<file path="src/rtl/wide_issue_ctrl.sv">
module wide_issue_ctrl #(
  parameter int NSLOT    = 5,
  parameter int PIDX_W   = 4,
  parameter int OPC_W    = 4,
  parameter int FLD_W    = 8,
  parameter logic [3:0] OP_CMPEQ = 4'h1,
  localparam int SLOT_W  = 1 + PIDX_W + OPC_W + 3*FLD_W,
  localparam int WORD_W  = NSLOT * SLOT_W
) (
  input  logic              clk,
  input  logic              rst_n,
  input  logic              in_valid,
  input  logic [WORD_W-1:0] in_word,
  output logic              in_ready,
  input  logic [NSLOT-1:0]  unit_busy,
  input  logic              cmp_eq,
  output logic [NSLOT-1:0]  unit_go,
  output logic [WORD_W-1:0] unit_word
);
  localparam int NPRED   = 1 << PIDX_W;
  localparam int BR      = NSLOT - 1;
  localparam int V_BIT   = SLOT_W - 1;
  localparam int P_LO    = 3*FLD_W + OPC_W;
  localparam int OP_LO   = 3*FLD_W;
  localparam int RD_LO   = 2*FLD_W;

  logic              stall;
  logic              cur_valid;
  logic [WORD_W-1:0] cur_word;
  logic [NPRED-1:0]  pred;

  assign stall     = |unit_busy;
  assign in_ready  = ~stall;
  assign unit_word = cur_word;

  always_ff @(posedge clk) begin
    if (!rst_n) begin
      cur_valid <= 1'b0;
      cur_word  <= '0;
    end else if (!stall) begin
      cur_valid <= in_valid;
      cur_word  <= in_word;
    end
  end

  for (genvar i = 0; i < NSLOT; i++) begin : g_slot
    logic [SLOT_W-1:0] s;
    assign s = cur_word[i*SLOT_W +: SLOT_W];
    assign unit_go[i] = cur_valid & ~stall & s[V_BIT] & pred[s[P_LO +: PIDX_W]];
  end

  logic [SLOT_W-1:0] br_slot;
  logic              cmp_fire;
  logic [PIDX_W-1:0] cmp_pt, cmp_pf;

  assign br_slot  = cur_word[BR*SLOT_W +: SLOT_W];
  assign cmp_fire = unit_go[BR] & (br_slot[OP_LO +: OPC_W] == OP_CMPEQ);
  assign cmp_pt   = br_slot[RD_LO + PIDX_W +: PIDX_W];
  assign cmp_pf   = br_slot[RD_LO +: PIDX_W];

  always_ff @(posedge clk) begin
    if (!rst_n) begin
      pred <= NPRED'(1);
    end else if (cmp_fire) begin
      if (cmp_pt != '0) pred[cmp_pt] <= cmp_eq;
      if (cmp_pf != '0) pred[cmp_pf] <= ~cmp_eq;
    end
  end
endmodule


</file>
<file path="config.mk">
export PLATFORM = sky130hd
export DESIGN_NAME = wide_issue_ctrl
export DESIGN_NICKNAME = d
export VERILOG_FILES = /design/src/rtl/wide_issue_ctrl.sv
export SDC_FILE = /design/constraint.sdc
export NUM_CORES = 1
export LEC_CHECK = 0
export BUFFER_PORTS_ARGS = -buffer_cell sky130_fd_sc_hd__buf_2
export CAP_MARGIN = 15
export CORE_MARGIN = 4
export CORE_UTILIZATION = 48
export DETAILED_ROUTE_END_ITERATION = 8
export PLACE_DENSITY = 0.9
export SYNTH_ARGS = -nofsm -noshare
export SYNTH_HDL_FRONTEND = slang
export SYNTH_SLANG_ARGS = --single-unit
</file>
<file path="constraint.sdc">
create_clock -name clk -period 2.6 [get_ports clk]
set_input_delay 0.52 -clock clk [delete_from_list [all_inputs] [get_ports clk]]
set_output_delay 0.52 -clock clk [all_outputs]
set_load 0.02 [all_outputs]
</file>
==> results_dict.tcl <==
set metrics [dict create \
    ys_types 35 \
    r2r-start "unit_word[157]$_SDFFE_PN0P_" \
    p_sw_share_pct 24.2 \
    grt-ovfl-total 0 \
    fin_worst_skew_ns 0.0115 \
    min_from "in_word[43]" \
    fin_cells 1460 \
    start_util_pct 49.6 \
    core_um2 16100 \
    p_clk_share_pct 45.3 \
    max-cap-violations 0 \
    ys_warn_count 0 \
    async_flop_share_pct 0 \
    p_comb_share_pct 6.5 \
    cts_hold_buf 0 \
    seq_power_share_pct 48.2 \
    hold_viol 0 \
    status "finished with violations" \
    fin_tns_setup_ns -0.138 \
    portBuffers 344 \
    ff2ff_setup_slack_ns 0.54 \
    start_kind "flop" \
    cts.sinks 182 \
    end_kind "output port" \
    critPathMaxFanout 7 \
    r2r-end "pred[7]$_SDFFE_PN0P_" \
    p_per_area_nw_per_um2 559 \
    globalRouteTotalUtil_pct 24.7 \
    clock_path_buffers 2 \
    synth-edff-count 0 \
    cts_buffers 17 \
    fin_area_um2 10500 \
    vdd_drop_max_mv 0.453 \
    grt_max_degree 167 \
    cp.arrival_ns 2.13 \
    drcViolationCount 0 \
    synthFlopType "dfxtp_1" \
    die_x_um 137 \
    failed_checks "setup timing" \
    avgSynthCellArea_um2 8.59 \
    synth_area_um2 8000 \
    p_leak_nw 4.57 \
    rr_worst_depth 5 \
    yosys-top-cells-area "dfxtp_1 (46%), nand2_1 (17%), a21boi_0 (16%)" \
    post-place-ws_ns 0.186 \
    finalCriticalPeriod_ns 2.65 \
    ant_nets 0 \
    grt_pass1_wl_um 36900 \
    synth_area_leader_cell "dfxtp_1" \
    dp_hpwl_um 17400 \
    clk_pin_slew_worst_paths_ns 0.08 \
    drt-initial-drc-count 411 \
    drv_slew 0 \
    nets 1404 \
    cts_tree "done" \
    setup_viol 4 \
    fmax_mhz 378 \
    place_congestion 0.877 \
    ios 345 \
    clk_latency_ns 0.43 \
    p_int_mw 4.46 \
    finalCritPeriodShare_pct 102 \
    power_mw 5.89 \
    antenna_found_initial 1 \
    power.switching_mw 1.43 \
    grt_setup_unrepaired "yes" \
    vias 7514 \
    min_to "unit_word[43]$_SDFFE_PN0P_" \
    num_rows 46 \
    placed_area_um2 9820 \
    layout-drive-gt1-share_pct 34.5 \
    ctsHtreeMaxLevel 4 \
    hold_class "input port to flop" \
    grt_pass1_vias 7110 \
    place_inst 1425 \
    routed_via_density 5.15 \
    drt-total-wl_um 24000 \
    tightest_slew_ns 0.719 \
    drtPass1Iterations 4 \
    dieArea_um2 18800 \
    synth-seq-cells 182 \
    hold_depth 3 \
    die_h_um 137 \
    wl_per_cell_um 16.5 \
    synth_cells 931 \
    critical_path_class "flop to output port" \
    yosysTopAreaCellShare_pct 45.6 \
    worstPathRequired_ns 2.08 \
    syn-num-nets 1105 \
    layout_setup_ws_ns -0.0485 \
    relSlewSlack_pct 52.1 \
    yosysSeqAreaShare_pct 45.6 \
    syn2layout_area_growth_pct 31.7 \
    root_buffer "clkbuf_16" \
]
## worst max-delay path by stage
stage	from	cells past startpoint	slack [ns]	endpoint
6_report	pred[14]$_SDFFE_PN0P_	4	-0.05	unit_go[3]
2_1_floorplan	unit_word[28]$_SDFFE_PN0P_	4	0.13	unit_go[0]
3_3_place_gp	unit_word[127]$_SDFFE_PN0P_	4	0.21	unit_go[3]
4_1_cts	unit_word[127]$_SDFFE_PN0P_	4	-0.08	unit_go[3]
3_5_place_dp	unit_word[94]$_SDFFE_PN0P_	4	0.19	unit_go[2]
5_1_grt	unit_word[28]$_SDFFE_PN0P_	4	-0.12	unit_go[0]
## cell families after synthesis
kind of cell	after synthesis	share of synthesized area, %
DFF	182	45.6
AOI/OAI and AO/OA	173	16.3
buffers and inverters	77	4.00
muxes	65	11.3
and+or+nand+nor	434	22.8
## critical path, cell delays in order (launching register included)
cell and delay [ns]:
dfxtp_1 0.40, mux4_2 0.49, mux4_2 0.50, and3_4 0.20
buf_6 0.13
## cell usage after synthesis (all sizes together) (2+ instances only)
library cell / instances
nand2: 372
dfxtp: 182
a21boi: 166
clkbuf: 59
mux2i: 41
nand3: 23
mux4: 20
buf: 17
and3: 6
nor4bb: 6
nor2: 5
nor4b: 5
mux2: 4
nand4b: 4
nor2b: 4
nand4: 2
o2bb2ai: 2
## timing repair
| action | in CTS | in global routing |
|---|---|---|
| resized for setup | 24 | 3 |
| endpoints found under the setup margin | 5 | 5 |
| gates cloned | 0 | 0 |
| setup buffers | 2 | 0 |
| pin swaps | 1 | 0 |
## power groups by stage
stage	sequential, mW	clock [mW]	combinational (mW)
4_1_cts	2.84	2.71	0.385
6_report	2.84	2.67	0.384
2_1_floorplan	2.94	0	0.143
3_3_place_gp	2.91	0	0.379
5_1_grt	2.84	2.82	0.420
3_5_place_dp	2.91	0	0.383
## cell usage in the layout (no fill, tap or decap), types with 3 or more instances in the layout
master,synthesis,routed
nor2_1,4,4
inv_8,0,5
dfxtp_2,0,3
nor4b_1,4,4
buf_4,1,8
dfxtp_4,0,5
buf_12,0,5
nand3_1,23,23
mux2_1,4,4
mux2i_1,41,41
mux4_2,20,20
nor2b_1,4,4
buf_6,2,4
clkinvlp_4,0,3
buf_2,10,339
nor4bb_1,6,6
nand4b_1,4,4
a21boi_0,166,166
nand2_1,372,371
and3_4,0,4
dfxtp_1,182,174
clkbuf_16,0,17
## per-stage QoR
stage | utilization (%) | hold slack (ns)
after floorplan | - | 0.448
after global placement | 61.0 | 0.446
after detailed placement | 61.0 | 0.452
after CTS | 65.3 | 0.315
after global routing | 65.3 | 0.322
final | 65.3 | 0.328
## flip-flops by register name, indices dropped and copies added (netlist names)
name and flops:
pred 16, cur_valid 1, unit_word 165
## area by class of cell
type                    count  area (um^2)
repair buffers            356         1900
clock buffers              17          425
well taps                 216          270
fillers                  1348         5580
flip-flops and latches    182         3670
inverters                   1         6.26
diodes                      1         2.50
multi-input cells         672         4070
clock inverters            15          186
## layer usage
metal,GRT usage [%],up-vias,routed length [um],share of wire (%)
li1,-,3709,-,-
met1,30.8,3467,9670,40
met2,41.2,311,11800,49
met3,8.31,27,2250,9.4
met4,6.15,0,338,1.4
met5,0,-,0,0
Power figures use the tool's default switching activity.
